[config.mk]
export PLATFORM = sky130hd
export DESIGN_NAME = mul_unit
export DESIGN_NICKNAME = d
export VERILOG_FILES = /design/src/rtl/mul_unit_pkg.sv /design/src/rtl/mul_operand_prep.sv /design/src/rtl/mul_shift_add_core.sv /design/src/rtl/mul_result_form.sv /design/src/rtl/mul_unit.sv
export SDC_FILE = /design/constraint.sdc
export NUM_CORES = 1
export LEC_CHECK = 0
export BUFFER_PORTS_ARGS = -buffer_cell sky130_fd_sc_hd__buf_2
export CORE_UTILIZATION = 25
export DETAILED_ROUTE_END_ITERATION = 7
export PLACE_DENSITY_LB_ADDON = 0.08
export SYNTH_ARGS = -nofsm -noshare
export SYNTH_HDL_FRONTEND = slang
export SYNTH_SLANG_ARGS = --single-unit
[constraint.sdc]
create_clock -name clk -period 3.49 [get_ports clk]
set_clock_uncertainty 0.2 [all_clocks]
set_input_delay 0 -clock clk [delete_from_list [all_inputs] [get_ports clk]]
set_output_delay 0 -clock clk [all_outputs]
set_load 0.005 [all_outputs]
[src/rtl/mul_unit_pkg.sv]
// Package: shared opcode encoding, flag bundle and control states for the
// multiply unit. Assumes a 2-bit form select as listed in the brief.
package mul_unit_pkg;

    typedef enum logic [1:0] {
        MOP_UWIDE = 2'b00,   // unsigned, 64-bit result
        MOP_SWIDE = 2'b01,   // signed, 64-bit result
        MOP_STWO  = 2'b10,   // signed, truncated to low word
        MOP_SIMM  = 2'b11    // signed by immediate, truncated
    } mul_op_e;

    typedef struct packed {
        logic cf;
        logic of;
        logic sf;
        logic zf;
        logic pf;
        logic af;
    } mul_flags_t;

    typedef enum logic [1:0] {
        ST_IDLE = 2'b00,
        ST_RUN  = 2'b01,
        ST_FIN  = 2'b10
    } mul_state_e;

    // True when the form treats operands as two's complement.
    function automatic logic op_is_signed(input mul_op_e op);
        return op != MOP_UWIDE;
    endfunction

    // True when the form writes only the low word.
    function automatic logic op_is_trunc(input mul_op_e op);
        return (op == MOP_STWO) || (op == MOP_SIMM);
    endfunction

endpackage

[src/rtl/mul_operand_prep.sv]
// Operand preparation: turns both operands into unsigned magnitudes and
// reports whether the final product must be negated. For the unsigned form
// the operands pass through unchanged. The most negative value maps to
// itself, which is its correct unsigned magnitude.
module mul_operand_prep
    import mul_unit_pkg::*;
#(
    parameter int W = 32
) (
    input  mul_op_e        op_i,
    input  logic [W-1:0]   a_i,
    input  logic [W-1:0]   b_i,
    output logic [W-1:0]   mag_a_o,
    output logic [W-1:0]   mag_b_o,
    output logic           neg_o
);

    logic sgn_mode;
    logic a_neg;
    logic b_neg;

    // Decide which operands are negative under the selected form.
    always_comb begin
        sgn_mode = op_is_signed(op_i);
        a_neg    = sgn_mode & a_i[W-1];
        b_neg    = sgn_mode & b_i[W-1];
    end

    // Produce magnitudes and the product sign.
    always_comb begin
        mag_a_o = a_neg ? (~a_i + {{(W-1){1'b0}}, 1'b1}) : a_i;
        mag_b_o = b_neg ? (~b_i + {{(W-1){1'b0}}, 1'b1}) : b_i;
        neg_o   = a_neg ^ b_neg;
    end

endmodule

[src/rtl/mul_shift_add_core.sv]
// Radix-2 shift-add engine. A load captures the multiplicand and multiplier.
// Each step then adds the multiplicand to the upper accumulator when the
// current multiplier bit is set, and shifts the accumulator pair right.
// After W steps the pair holds the unsigned 2W-bit product.
// Assumes load and step are never asserted together.
module mul_shift_add_core #(
    parameter int W = 32
) (
    input  logic            clk,
    input  logic            rst_n,
    input  logic            load_i,
    input  logic            step_i,
    input  logic [W-1:0]    mcand_i,
    input  logic [W-1:0]    mplier_i,
    output logic [2*W-1:0]  product_o
);

    logic [W-1:0] mcand_q;
    logic [W-1:0] acc_hi_q;
    logic [W-1:0] acc_lo_q;
    logic [W:0]   partial;

    // Conditional add of the multiplicand into the upper half.
    always_comb begin
        partial = {1'b0, acc_hi_q} + (acc_lo_q[0] ? {1'b0, mcand_q} : {(W+1){1'b0}});
    end

    // Accumulator registers: clear, load or one shift-add step.
    always_ff @(posedge clk) begin
        if (!rst_n) begin
            mcand_q  <= '0;
            acc_hi_q <= '0;
            acc_lo_q <= '0;
        end else if (load_i) begin
            mcand_q  <= mcand_i;
            acc_hi_q <= '0;
            acc_lo_q <= mplier_i;
        end else if (step_i) begin
            acc_hi_q <= partial[W:1];
            acc_lo_q <= {partial[0], acc_lo_q[W-1:1]};
        end
    end

    assign product_o = {acc_hi_q, acc_lo_q};

    // the controller must never load and step in the same cycle.
    p_load_step_excl_r7: assert property (@(posedge clk) disable iff (!rst_n)
        !(load_i && step_i));

    // the multiplicand stays fixed while steps run.
    p_mcand_held_r8: assert property (@(posedge clk) disable iff (!rst_n)
        (step_i && !load_i) |=> $stable(mcand_q));

endmodule

[src/rtl/mul_result_form.sv]
// Result formation: applies the product sign, then places the result for the
// selected form. It also computes the fit test that drives carry and
// overflow, and the logic-style flags taken from the low word.
// Purely combinational.
module mul_result_form
    import mul_unit_pkg::*;
#(
    parameter int W = 32
) (
    input  mul_op_e         op_i,
    input  logic            neg_i,
    input  logic [2*W-1:0]  raw_i,
    output logic [W-1:0]    hi_o,
    output logic [W-1:0]    lo_o,
    output mul_flags_t      flags_o
);

    logic [2*W-1:0] full;
    logic [W:0]     top_bits;
    logic           no_fit;

    // Apply the sign correction to the unsigned magnitude product.
    always_comb begin
        full = neg_i ? (~raw_i + {{(2*W-1){1'b0}}, 1'b1}) : raw_i;
    end

    // Fit test: unsigned needs an empty high word; signed needs bits 2W-1..W-1 equal.
    always_comb begin
        top_bits = full[2*W-1:W-1];
        if (op_is_signed(op_i)) begin
            no_fit = !((top_bits == '0) || (top_bits == '1));
        end else begin
            no_fit = (full[2*W-1:W] != '0);
        end
    end

    // Result placement: truncating forms drive a zero high word.
    always_comb begin
        lo_o = full[W-1:0];
        hi_o = op_is_trunc(op_i) ? '0 : full[2*W-1:W];
    end

    // Flags: carry/overflow from the fit test, the rest from the low word.
    always_comb begin
        flags_o.cf = no_fit;
        flags_o.of = no_fit;
        flags_o.sf = full[W-1];
        flags_o.zf = (full[W-1:0] == '0);
        flags_o.pf = ~^full[7:0];
        flags_o.af = 1'b0;
    end

endmodule

[src/rtl/mul_unit.sv]
// Top of the multiply unit. It sequences a W-step shift-add multiply:
// an idle start loads the core, W step cycles follow, and one finish cycle
// registers the formed result and flags while pulsing done. Starts that
// arrive while busy are dropped. Outputs hold between completions.
module mul_unit
    import mul_unit_pkg::*;
#(
    parameter int W = 32
) (
    input  logic          clk,
    input  logic          rst_n,
    input  logic          start_i,
    input  logic [1:0]    op_i,
    input  logic [W-1:0]  src_a_i,
    input  logic [W-1:0]  src_b_i,
    output logic [W-1:0]  res_hi_o,
    output logic [W-1:0]  res_lo_o,
    output logic          cf_o,
    output logic          of_o,
    output logic          sf_o,
    output logic          zf_o,
    output logic          pf_o,
    output logic          af_o,
    output logic          done_o
);

    localparam int CW = (W > 1) ? $clog2(W) : 1;
    localparam logic [CW-1:0] LAST_STEP = CW'(W - 1);

    mul_state_e       state_q;
    logic [CW-1:0]    step_cnt_q;
    mul_op_e          op_q;
    logic             neg_q;
    logic             accept;
    logic             step_en;

    mul_op_e          op_in;
    logic [W-1:0]     mag_a;
    logic [W-1:0]     mag_b;
    logic             neg_in;
    logic [2*W-1:0]   raw_prod;
    logic [W-1:0]     form_hi;
    logic [W-1:0]     form_lo;
    mul_flags_t       form_flags;

    assign op_in   = mul_op_e'(op_i);
    assign accept  = (state_q == ST_IDLE) && start_i;
    assign step_en = (state_q == ST_RUN);

    mul_operand_prep #(.W(W)) u_prep (
        .op_i    (op_in),
        .a_i     (src_a_i),
        .b_i     (src_b_i),
        .mag_a_o (mag_a),
        .mag_b_o (mag_b),
        .neg_o   (neg_in)
    );

    mul_shift_add_core #(.W(W)) u_core (
        .clk       (clk),
        .rst_n     (rst_n),
        .load_i    (accept),
        .step_i    (step_en),
        .mcand_i   (mag_a),
        .mplier_i  (mag_b),
        .product_o (raw_prod)
    );

    mul_result_form #(.W(W)) u_form (
        .op_i    (op_q),
        .neg_i   (neg_q),
        .raw_i   (raw_prod),
        .hi_o    (form_hi),
        .lo_o    (form_lo),
        .flags_o (form_flags)
    );

    // Control sequence: idle -> W steps -> finish -> idle.
    always_ff @(posedge clk) begin
        if (!rst_n) begin
            state_q    <= ST_IDLE;
            step_cnt_q <= '0;
        end else begin
            case (state_q)
                ST_IDLE: begin
                    if (start_i) begin
                        state_q    <= ST_RUN;
                        step_cnt_q <= '0;
                    end
                end
                ST_RUN: begin
                    step_cnt_q <= step_cnt_q + 1'b1;
                    if (step_cnt_q == LAST_STEP) begin
                        state_q <= ST_FIN;
                    end
                end
                ST_FIN:  state_q <= ST_IDLE;
                default: state_q <= ST_IDLE;
            endcase
        end
    end

    // Capture the form and product sign of an accepted operation.
    always_ff @(posedge clk) begin
        if (!rst_n) begin
            op_q  <= MOP_UWIDE;
            neg_q <= 1'b0;
        end else if (accept) begin
            op_q  <= op_in;
            neg_q <= neg_in;
        end
    end

    // Result registers: updated only in the finish cycle, held otherwise.
    always_ff @(posedge clk) begin
        if (!rst_n) begin
            res_hi_o <= '0;
            res_lo_o <= '0;
            cf_o     <= 1'b0;
            of_o     <= 1'b0;
            sf_o     <= 1'b0;
            zf_o     <= 1'b0;
            pf_o     <= 1'b0;
            af_o     <= 1'b0;
        end else if (state_q == ST_FIN) begin
            res_hi_o <= form_hi;
            res_lo_o <= form_lo;
            cf_o     <= form_flags.cf;
            of_o     <= form_flags.of;
            sf_o     <= form_flags.sf;
            zf_o     <= form_flags.zf;
            pf_o     <= form_flags.pf;
            af_o     <= form_flags.af;
        end
    end

    // Done pulse: raised for the cycle after the finish edge.
    always_ff @(posedge clk) begin
        if (!rst_n) begin
            done_o <= 1'b0;
        end else begin
            done_o <= (state_q == ST_FIN);
        end
    end

    // done lasts exactly one cycle.
    p_done_pulse_r7: assert property (@(posedge clk) disable iff (!rst_n)
        done_o |=> !done_o);

    // a start seen while busy leaves the captured form unchanged.
    p_busy_start_ignored_r8: assert property (@(posedge clk) disable iff (!rst_n)
        (state_q != ST_IDLE && start_i) |=> $stable(op_q) && $stable(neg_q));

    // outputs move only after a finish cycle.
    p_hold_between_r9: assert property (@(posedge clk) disable iff (!rst_n)
        (state_q != ST_FIN) |=> $stable(res_lo_o) && $stable(res_hi_o) && $stable(cf_o));

    // carry and overflow always agree.
    p_cf_of_pair_r3: assert property (@(posedge clk) disable iff (!rst_n)
        cf_o == of_o);

    // truncating forms never report a high word.
    p_trunc_hi_zero_r5: assert property (@(posedge clk) disable iff (!rst_n)
        (done_o && op_is_trunc(op_q)) |-> (res_hi_o == '0));

    // the sign flag follows the top bit of the low word.
    p_sign_tracks_r6: assert property (@(posedge clk) disable iff (!rst_n)
        done_o |-> (sf_o == res_lo_o[W-1]));

endmodule

==> results of run 1 <==
[kinds of logic after synthesis]
logic type / after synthesis / share of synthesized area
other: 1 / 0.000325
and+or+nand+nor: 622 / 0.273
DFF: 174 / 0.302
AOI/OAI and AO/OA: 369 / 0.229
muxes: 10 / 0.00878
adders and majority gates: 41 / 0.0451
xor gates and xnor gates: 137 / 0.104
buffers and inverters: 111 / 0.0381
[critical path, stage by stage]
cell and delay [ns]:
dlygate4sd3_1 0.52, buf_2 0.14, or3_4 0.39, nor3_2 0.15, buf_4 0.15, and3_4 0.20
nand2_2 0.10, o41ai_4 0.39, xor2_1 0.16, dlygate4sd3_1 0.56, nand2_1 0.05, o211a_1 0.15
dlygate4sd3_1 0.54
[layout make-up]
cell class                      count  share of cell area
Clock buffer                       18              0.0284
Clock inverter                     14              0.0133
Inverter                           16             0.00389
Multi-Input combinational cell   1180               0.500
Sequential cell                   174               0.226
Tap cell                          600              0.0486
Timing Repair Buffer              372               0.180
[placed cells by master, fill, tap and decap left out, types with 15 or more instances in the layout]
cell type	count
or4_1	17
o41ai_1	20
a22oi_1	15
a21oi_1	77
ha_1	40
or3_1	24
nor2b_1	25
buf_4	109
inv_1	16
nor4_1	16
nor2_1	63
xnor2_1	56
o211a_1	74
and2_1	60
nor3_1	37
nand4_1	23
dlygate4sd3_1	124
nand2_1	237
clkbuf_16	17
o21ai_0	66
xor2_1	81
buf_2	137
dfxtp_1	173
o31ai_1	31
nand3_1	50
[synthesized netlist by cell type, types with 16 or more instances]
cell      count
nand2_1     239
dfxtp_1     174
xor2_1       81
a21oi_1      78
o211a_1      74
clkbuf_1     70
o21ai_0      70
nor2_1       63
and2_1       61
xnor2_1      56
nand3_1      50
ha_1         40
nor3_1       39
o31ai_1      31
nor2b_1      29
or3_1        25
nand4_1      23
o41ai_1      21
buf_1        18
nor4_1       18
or4_1        17
inv_1        16
[power by group through the flow]
stage	registers, W	clock network [W]	logic [W]
after global routing	0.00215	0.00229	0.00149
final	0.00214	0.00217	0.00136
after detailed placement	0.00219	0	0.00121
after CTS	0.00214	0.00222	0.00136
after floorplan	0.00216	0	0.000716
after global placement	0.00219	0	0.00121
[registers in the layout (all words and copies together), names as in the netlist]
register         cells
res_lo_o            32
neg_q                1
u_core.mcand_q      32
op_q                 2
zf_o                 1
res_hi_o            32
state_q              2
step_cnt_q           5
done_o               1
u_core.acc_lo_q     32
pf_o                 1
u_core.acc_hi_q     32
of_o                 1
[per-stage QoR]
| stage | setup TNS [ns] | instance area [um2] |
|---|---|---|
| floorplan | 0 | 11500 |
| global placement | 0 | 13500 |
| detailed placement | 0 | 13500 |
| CTS | 0 | 15300 |
| global route | -0.121 | 15500 |
| finish | 0 | 15500 |
[worst max-delay path by stage]
| stage | startpoint | end | slack [ns] | cells after the start |
|---|---|---|---|---|
| after floorplan | u_core.acc_lo_q[0]$_SDFFE_PN0P_ | u_core.acc_hi_q[31]$_SDFFE_PP0P_ | 0.06 | 14 |
| after global placement | u_core.acc_lo_q[0]$_SDFFE_PN0P_ | u_core.acc_hi_q[31]$_SDFFE_PP0P_ | 0.05 | 13 |
| after detailed placement | u_core.acc_lo_q[0]$_SDFFE_PN0P_ | u_core.acc_hi_q[31]$_SDFFE_PP0P_ | 0.04 | 13 |
| after CTS | u_core.acc_lo_q[0]$_SDFFE_PN0P_ | u_core.acc_hi_q[31]$_SDFFE_PP0P_ | 0.008 | 13 |
| after global routing | src_a_i[10] | u_core.mcand_q[29]$_SDFFE_PN0P_ | -0.05 | 13 |
| final | src_a_i[10] | u_core.mcand_q[29]$_SDFFE_PN0P_ | 0.11 | 13 |
[what timing repair did]
item	CTS	global route
setup endpoints to repair	0	10
hold buffers	124	0
setup buffers	0	4
resized for setup	0	17
hold endpoints to repair	74	0
[layer usage]
| metal | vias up | share of wire | routed length, um |
|---|---|---|---|
| li1 | 5868 | - | - |
| met1 | 5432 | 0.53 | 22200 |
| met2 | 251 | 0.41 | 17200 |
| met3 | 23 | 0.042 | 1750 |
| met4 | 0 | 0.010 | 415 |
| met5 | - | 0 | 0 |
==> metrics, run 1 <==
Gate power share 0.239; syn nets between 1,500 and 2,000; worst vdd ir ~0.00032 V; number of synthesized register bits around 170; Hold Crit Depth 5; final setup fails 0; total power approximately 0.0057 W; PD cells about 370 nW/um2; post-synthesis cell type count around 70; via count between 10,000 and 15,000; P_sw roughly 0.0018 W; Max Slew Vio Count 0; reg2reg path depth 9; Final Hold Viols 0; CP Data Arrival Time 3.52 ns; antenna-violating nets left 0; CP max FO 5; Syn Area/Cell 7.88 um2; final WL between 40,000 and 50,000 um; non-filler cells in the finished layout approximately 2,400; Initial DRC Count ~700; Crit Reg-Reg Endpoint of_o$_SDFFE_PN0P_; Slew Limit Headroom 0.445; Achievable Freq approximately 300 MHz; yosys warns 0; grt met3 use 0.0267; Max clock buf depth 2; first-pass GRT wire length 64,900 um; Worst-Skew Late Latency between 0.4 and 0.5 ns; root buffer cell clkbuf_16; gr usage total 0.176; Starting Density 0.254; Hold Slack approximately 0.048 ns; CTS Buf Count 17; I/O pin total 140; ANT cells 0; pin count of the biggest net entering global routing 89; RSZ-0062 raised after global routing true; CTS tree done; clk slew on worst S/H paths approximately 0.08 ns; Storage cell area approximately 3500 um2; Min-Delay Endpoint u_core.acc_lo_q[13]$_SDFFE_PN0P_; Req. time, crit path approximately 3.6 ns; post-synth design cell area roughly 12,000 um2; # placed instances between 2,000 and 2,500; Die ar. approximately 47,000 um2; Slew @ Worst Pin 0.833 ns; Seq/Total Area, Yosys 0.302; initial antenna violation count 0; area share of the largest cell type after synthesis 0.302; DR WL/cell 17.5 um; final period utilization 0.969; multi-input logic area between 7000 and 8000 um2; Reg2Reg Setup Slack roughly 0.14 ns; layout cells sized above 1 0.182; clk sinks between 150 and 200; GRT met2 Usage 0.259; # fillers about 4,900; CORE AREA 45,500 um2; internal power between 0.003 and 0.004 W; placement row count 78; post-route setup slack around 0.11 ns; H-tree Lvls 4; Net Sw Frac 0.310; GRT met1 Usage 0.266; Placer Congestion between 0.8 and 0.9; IO buf count 138; worst r2r src u_core.acc_lo_q[24]$_SDFFE_PN0P_; DIE HEIGHT 217 um; share of flip-flops with an asynchronous set or reset 0; DRC 0; Area growth syn-to-layout 33.9%; fin crit period around 3.4 ns; Main synth FF type dfxtp_1; synth top area cells dfxtp_1 (30%), nand2_1 (7.8%), o211a_1 (6.4%); Pre-antenna DRT Iters 5; hpwl dp 32,100 um; number of synthesized flops with an enable pin 0; number of nets in the layout around 1,900; Pleak about 7.1 nW; crit end category flop; leading area contributor after synthesis dfxtp_1; sequential power share 0.378; path type of the worst min-delay path in -> reg; vias in the first global route around 11,000; outcome finished clean; pre-CTS WS between 0.03 and 0.04 ns; DR vias/cell approximately 4.9; Clock power frac 0.383; Max-Cap Viols 0; gr busiest metal met1; Hold Crit Start src_b_i[11]; Final Util 0.340; chip width between 200 and 250 um; CP startpoint kind primary input; grt total ovfl 0; kind of critical path in -> reg; Syn Inst Count around 1,500
(Power assumes the default switching activity.)
==> run 2: changes to the inputs <==
- SYNTH_HIERARCHICAL: not set -> 1
- clock period: 3.49 -> 3.82 ns (I/O delays scaled with it)
==> run 2 against run 1 <==
  * The run now ends with negative setup slack left
  * Die area grew 6.5%
  * Flip-flop and latch count grew 3
  * Final cell count grew 4.8%
  * Routed wire length grew 1.1%
  * Sequential power shrank 8%
  * First-iteration DRC count grew 3.2%
  * Non-clock buffer count shrank 36
  * Via count grew 1.3%
  * Critical path depth shrank 1
  * Register-to-register slack lost 0.18 ns
  * Synthesized area grew 6.5%
  * Largest cell class unchanged
  * Largest power group is now sequential cells
==> metrics, run 2 <==
Placer Congestion approximately 0.85; top-count cell post-synth nand2_1; layout cells sized above 1 0.190; fin crit period roughly 3.9 ns; CP dominant cell by count or4_4; Die ar. 50,100 um2; clk sinks ~180; # fillers 5,154; share of flip-flops with an asynchronous set or reset 0; gr usage total 0.170; via count 11,700; I/O pin total between 100 and 150; crit-path cells or4_4 > or4_4 > or3_4 > buf_4 > o31ai_4 > xor2_1 > nor4_2 > nand4_1 > or4_4 > o31a_1 > nand2_1 > a21oi_1; most frequent cells in the layout nand2_1 (229), dfxtp_1 (174), buf_2 (139), a21oi_1 (116), buf_4 (107); Syn Inst Count around 1,600; Clock power frac 0.374; number of synthesized flops with an enable pin 0; DR WL/cell between 15 and 20 um; IO buf count approximately 140; Net Sw Frac 0.313; worst path bufs/invs 1; worst vdd ir ~0.00033 V; Req. time, crit path a little under 4 ns; P_sw between 0.0015 and 0.002 W; Achievable Freq between 200 and 300 MHz; Final Hold Viols 0; antenna-violating nets left 0; pin count of the biggest net entering global routing 80; Initial DRC Count a little over 700; first-pass GRT wire length about 67,000 um; Area growth syn-to-layout 28.8%; commonest cells in the netlist nand2_1 (230), dfxtp_1 (177), a21oi_1 (116); post-synthesis cell type count between 70 and 80; Slew @ Worst Pin between 0.9 and 1 ns; kind of critical path reg -> reg; number of nets in the layout about 1,900; crit end category flop; final setup fails 2; synth top area cells dfxtp_1 (29%), mux2i_1 (7.4%), nand2_1 (7.0%); Main synth FF type dfxtp_1; Gate power share 0.232; DRC 0; post-route setup slack -0.0449 ns; Syn Area/Cell around 7.9 um2; # placed instances roughly 2,400; CP startpoint kind flop; path type of the worst min-delay path in -> reg; root buffer cell clkbuf_16; post-synth design cell area roughly 12,000 um2; CTS tree done; grt total ovfl 0; number of synthesized register bits between 150 and 200; commonest non-fill, non-tap cell in the layout nand2_1; Crit path largest cell delay between 0.5 and 0.6 ns; final period utilization 1.01; failing checks negative setup slack; placed cell area 14,300 um2; Reg2Reg Setup Slack -0.04 ns; RSZ-0062 raised after global routing true; chip width ~220 um; critical path's slowest cell or4_4; Seq/Total Area, Yosys 0.288; Max Slew Vio Count 0; leading area contributor after synthesis dfxtp_1; Hold Slack 0.0705 ns; DIE HEIGHT between 200 and 250 um; PD cells between 300 and 400 nW/um2; Slew Limit Headroom 0.390; CP Data Arrival Time between 3 and 4 ns; non-filler cells in the finished layout 2,488; placement row count 80; Worst-Skew Late Latency between 0.4 and 0.5 ns; delay-heaviest family, CP simple AND/OR/NAND/NOR gates; Total Negative Setup Slacks -0.0826 ns; Max-Cap Viols 0; ANT cells 0; yosys warns 6; area share of the largest cell type after synthesis 0.288; internal power 0.00343 W; Pleak approximately 6.5 nW; initial antenna violation count 1; Starting Density 0.255; DR vias/cell ~4.7; final WL between 40,000 and 50,000 um; sequential power share 0.393; Final Instance Area ~16,000 um2; hpwl dp between 30,000 and 40,000 um; Max clock buf depth 2; outcome finished with violations; CTS Buf Count 17; syn nets 1,676; clk slew on worst S/H paths roughly 0.08 ns; vias in the first global route approximately 11,000; CP max FO 8; H-tree Lvls 4; Pre-antenna DRT Iters 5; CORE AREA 48,100 um2
==> run 2: cell types whose count changed after synthesis, moves of 11 or more <==
cell / before / now
mux2i_1: 9 / 91
o211a_1: 74 / 0
a21oi_1: 78 / 116
nor2_1: 63 / 99
nand3_1: 50 / 19
xnor2_1: 56 / 79
buf_2: 3 / 25
nor2b_1: 29 / 47
a22oi_1: 15 / 0
xor2_1: 81 / 66
a21o_1: 11 / 23
clkbuf_1: 70 / 58
o21ai_1: 1 / 13
a31oi_1: 6 / 17
==> run 2: cell families (layout without fill, tap and decap cells) <==
group           count (synthesis)  count (layout)  synth area share
mux                            93              93            0.0759
other cells                     1               1          0.000305
fa+ha+maj                      42              42            0.0434
flops                         177             177             0.288
xor+xnor                      145             145             0.103
simple gates                  651             651             0.272
compound gates                330             330             0.172
buf+inv                       126             393            0.0444
==> run 2: final cells by class <==
type	count	area, um2	share of cell area
clock buffers	17	425	0.0269
repair buffers	336	2410	0.152
multi-input cells	1262	8340	0.527
well taps	656	821	0.0518
clock inverters	15	188	0.0119
inverters	25	95.1	0.00601
flip-flops and latches	177	3550	0.224
==> run 2: stage by stage <==
step / util / worst slack, ns / total power [W]
finish: 0.329 / -0.0449 / 0.00500
CTS: 0.328 / -0.0684 / 0.00507
floorplan: - / -0.0332 / 0.00268
global placement: 0.296 / -0.147 / 0.00307
detailed placement: 0.296 / -0.189 / 0.00307
global route: 0.329 / -0.177 / 0.00527
==> run 2: layer usage <==
layer | global-route usage | vias to the layer above | share of wire
met5 | 0 | - | 0
met4 | 0.0373 | 0 | 0.0089
met3 | 0.0241 | 21 | 0.025
met2 | 0.257 | 159 | 0.43
met1 | 0.252 | 5509 | 0.54
li1 | - | 6033 | -
==> run 2: path summary, 6_finish.rpt <==
| kind | from | to | cells after the start |
|---|---|---|---|
| worst min register to register | res_hi_o[9]$_SDFFE_PN0P_ | res_hi_o[9]$_SDFFE_PN0P_ | 2 |
| worst min-delay path | rst_n | u_core/acc_hi_q[28]$_SDFFE_PP0P_ | 4 |
| worst max register to register | u_core/acc_lo_q[10]$_SDFFE_PN0P_ | of_o$_SDFFE_PN0P_ | 12 |
| worst max-delay path | u_core/acc_lo_q[10]$_SDFFE_PN0P_ | of_o$_SDFFE_PN0P_ | 12 |
==> run 2: timing repair <==
action                                 CTS  global route
endpoints found under the hold margin   72             0
gates resized for setup                  3             7
setup endpoints to repair                2             3
cloned                                   0             0
pin swaps                                3             2
buffers inserted                         1             1
hold buffers                            88             0
==> run 2: power groups by stage <==
stage	sequential, W	combinational [W]	clock (W)
after detailed placement	0.00201	0.00107	0
after CTS	0.00196	0.00116	0.00195
after floorplan	0.00200	0.000682	0
after global routing	0.00197	0.00128	0.00202
final	0.00197	0.00116	0.00187
after global placement	0.00200	0.00107	0
==> run 2: tightest hold or removal path, cell delays in order <==
cell and delay (ns):
buf_2 0.23, nor2b_1 0.28, nand3b_1 0.12, nand2_1 0.05
==> run 3: changes to the inputs <==
- BUFFER_PORTS_ARGS: -buffer_cell sky130_fd_sc_hd__buf_2 -> not set
- DONT_BUFFER_PORTS: not set -> 1
- MAX_ROUTING_LAYER: not set -> met4
==> run 3 against run 2 <==
  * The flow still finishes with violations (negative setup slack)
  * Non-clock buffer count decreased by 107
  * Clock power about the same
  * Setup slack got worse by 0.018 ns
  * Power increased by 0.44%
  * Utilization decreased by 0.61 points
  * Global-route usage increased by 1.1 points
  * Combinational power about the same
  * Sequential power about the same
  * Clock-buffer cell count unchanged
  * Flip-flop and latch count unchanged
  * Critical path depth decreased by 1
  * Die area unchanged
  * Largest cell class unchanged
  * Largest power group unchanged
==> metrics, run 3 (synthesis results as in run 2) <==
Area growth syn-to-layout 26.4%; DR vias/cell approximately 4.8; # fillers ~5,200; antenna-violating nets left 0; Crit path largest cell delay about 0.54 ns; commonest non-fill, non-tap cell in the layout nand2_1; IO buf count 0; DIE HEIGHT roughly 220 um; CP max FO 8; via count around 12,000; Max-Cap Viols 0; Slew @ Worst Pin 1.07 ns; crit end category flop; Pre-antenna DRT Iters 5; Req. time, crit path between 3 and 4 ns; Crit Reg-Reg Endpoint cf_o$_SDFFE_PN0P_; Worst-Skew Late Latency between 0.4 and 0.5 ns; number of nets in the layout ~1,800; chip width approximately 220 um; worst r2r src u_core/acc_lo_q[10]$_SDFFE_PN0P_; Die ar. 50,100 um2; reg2reg path depth 11; Total Negative Setup Slacks -0.122 ns; failing checks negative setup slack; CTS tree done; CORE AREA between 40,000 and 50,000 um2; Final Util 0.323; gr usage total 0.181; placement row count 80; final WL 43,000 um; post-route setup slack -0.0624 ns; DR WL/cell ~18 um; Min-Delay Endpoint u_core/acc_lo_q[2]$_SDFFE_PN0P_; H-tree Lvls 4; worst path bufs/invs 0; vias in the first global route about 11,000; CP startpoint kind flop; clk slew on worst S/H paths approximately 0.080 ns; layout cells sized above 1 0.128; CP dominant cell by count or4_4; first-pass GRT wire length 67,800 um; Hold Crit Depth 7; root buffer cell clkbuf_16; placed cell area approximately 14,000 um2; Max Slew Vio Count 0; I/O pin total 140; fin crit period ~3.9 ns; Slew Limit Headroom 0.287; clk sinks between 150 and 200; outcome finished with violations; Pleak between 5 and 6 nW; Final Hold Viols 0; CTS Buf Count 17; worst vdd ir ~0.00035 V; Initial DRC Count 622; Hold Crit Start src_b_i[0]; final period utilization 1.02; kind of critical path reg -> reg; RSZ-0062 raised after global routing true; CP Data Arrival Time 4.02 ns; hpwl dp roughly 34,000 um; Starting Density 0.255; Reg2Reg Setup Slack -0.06 ns; final setup fails 2; critical path's slowest cell or4_4; crit-path cells or4_4 > or4_4 > or3_4 > o41ai_4 > xor2_1 > nor4_2 > nand2_1 > or4_4 > o31a_1 > nand2_1 > a21oi_1; pin count of the biggest net entering global routing between 90 and 100; Achievable Freq approximately 260 MHz; most frequent cells in the layout nand2_1 (229), dfxtp_1 (174), a21oi_1 (116), buf_4 (114), dlygate4sd3_1 (109); Final Instance Area ~16,000 um2; total power between 0.005 and 0.006 W; DRC 0; Placer Congestion just over 0.8; initial antenna violation count 0; path type of the worst min-delay path in -> reg; PD cells about 320 nW/um2; Max clock buf depth 2; grt total ovfl 0; delay-heaviest family, CP simple AND/OR/NAND/NOR gates
run 3: worst max-delay path by stage:
stage	start	end	slack [ns]	cells past startpoint
4_1_cts	u_core/acc_lo_q[10]$_SDFFE_PN0P_	of_o$_SDFFE_PN0P_	-0.07	11
6_report	u_core/acc_lo_q[10]$_SDFFE_PN0P_	cf_o$_SDFFE_PN0P_	-0.06	11
2_1_floorplan	u_core/acc_lo_q[10]$_SDFFE_PN0P_	cf_o$_SDFFE_PN0P_	-0.03	14
3_5_place_dp	u_core/acc_lo_q[1]$_SDFFE_PN0P_	of_o$_SDFFE_PN0P_	-0.15	14
5_1_grt	u_core/acc_lo_q[10]$_SDFFE_PN0P_	of_o$_SDFFE_PN0P_	-0.19	11
3_3_place_gp	u_core/acc_lo_q[1]$_SDFFE_PN0P_	of_o$_SDFFE_PN0P_	-0.15	14
run 3: worst reg2reg max path, delay by kind of cell, from the launching register on:
kind | cells | cell delay (ns)
AND/OR/NAND/NOR | 7 | 2.50
AO/OA/AOI/OAI | 3 | 0.59
flip-flops | 1 | 0.32
XOR/XNOR | 1 | 0.14
run 3: timing repair:
action / CTS / global route
buffers inserted: 0 / 3
pin swaps: 2 / 5
endpoints found under the hold margin: 143 / 0
resized for setup: 6 / 10
hold buffers: 110 / 0
gates cloned: 0 / 0
endpoints found under the setup margin: 2 / 2
run 3: report_power, final:
group	internal, W	total, W	switching [W]	leakage (nW)
Sequential	0.00191	0.00196	0.0000550	1.44
Clock	0.000994	0.00188	0.000886	0.296
Combinational	0.000552	0.00118	0.000626	4.22
run 3: cell type report:
| type | count | area, um2 | share of cell area |
|---|---|---|---|
| Antenna cell | 1 | 2.50 | 0.000161 |
| Sequential cell | 177 | 3550 | 0.228 |
| Tap cell | 656 | 821 | 0.0528 |
| Timing Repair Buffer | 229 | 2060 | 0.132 |
| Clock buffer | 17 | 425 | 0.0274 |
| Inverter | 25 | 95.1 | 0.00612 |
| Clock inverter | 15 | 194 | 0.0125 |
| Multi-Input combinational cell | 1262 | 8400 | 0.540 |
run 3: metrics by stage:
step                std cells  hold slack (ns)  setup WS (ns)
finish                   2382           0.0360        -0.0624
global route             2381           0.0807         -0.185
CTS                      2378          0.00266        -0.0679
detailed placement       2236          -0.0591         -0.153
global placement         2236          -0.0603         -0.148
floorplan                1565          -0.0825        -0.0332
run 3: layer usage:
layer	global-route usage	up-vias	share of wire
met4	0.0493	0	0.015
li1	-	5821	-
met5	-	-	0
met1	0.249	5501	0.52
met3	0.0384	33	0.037
met2	0.263	157	0.43
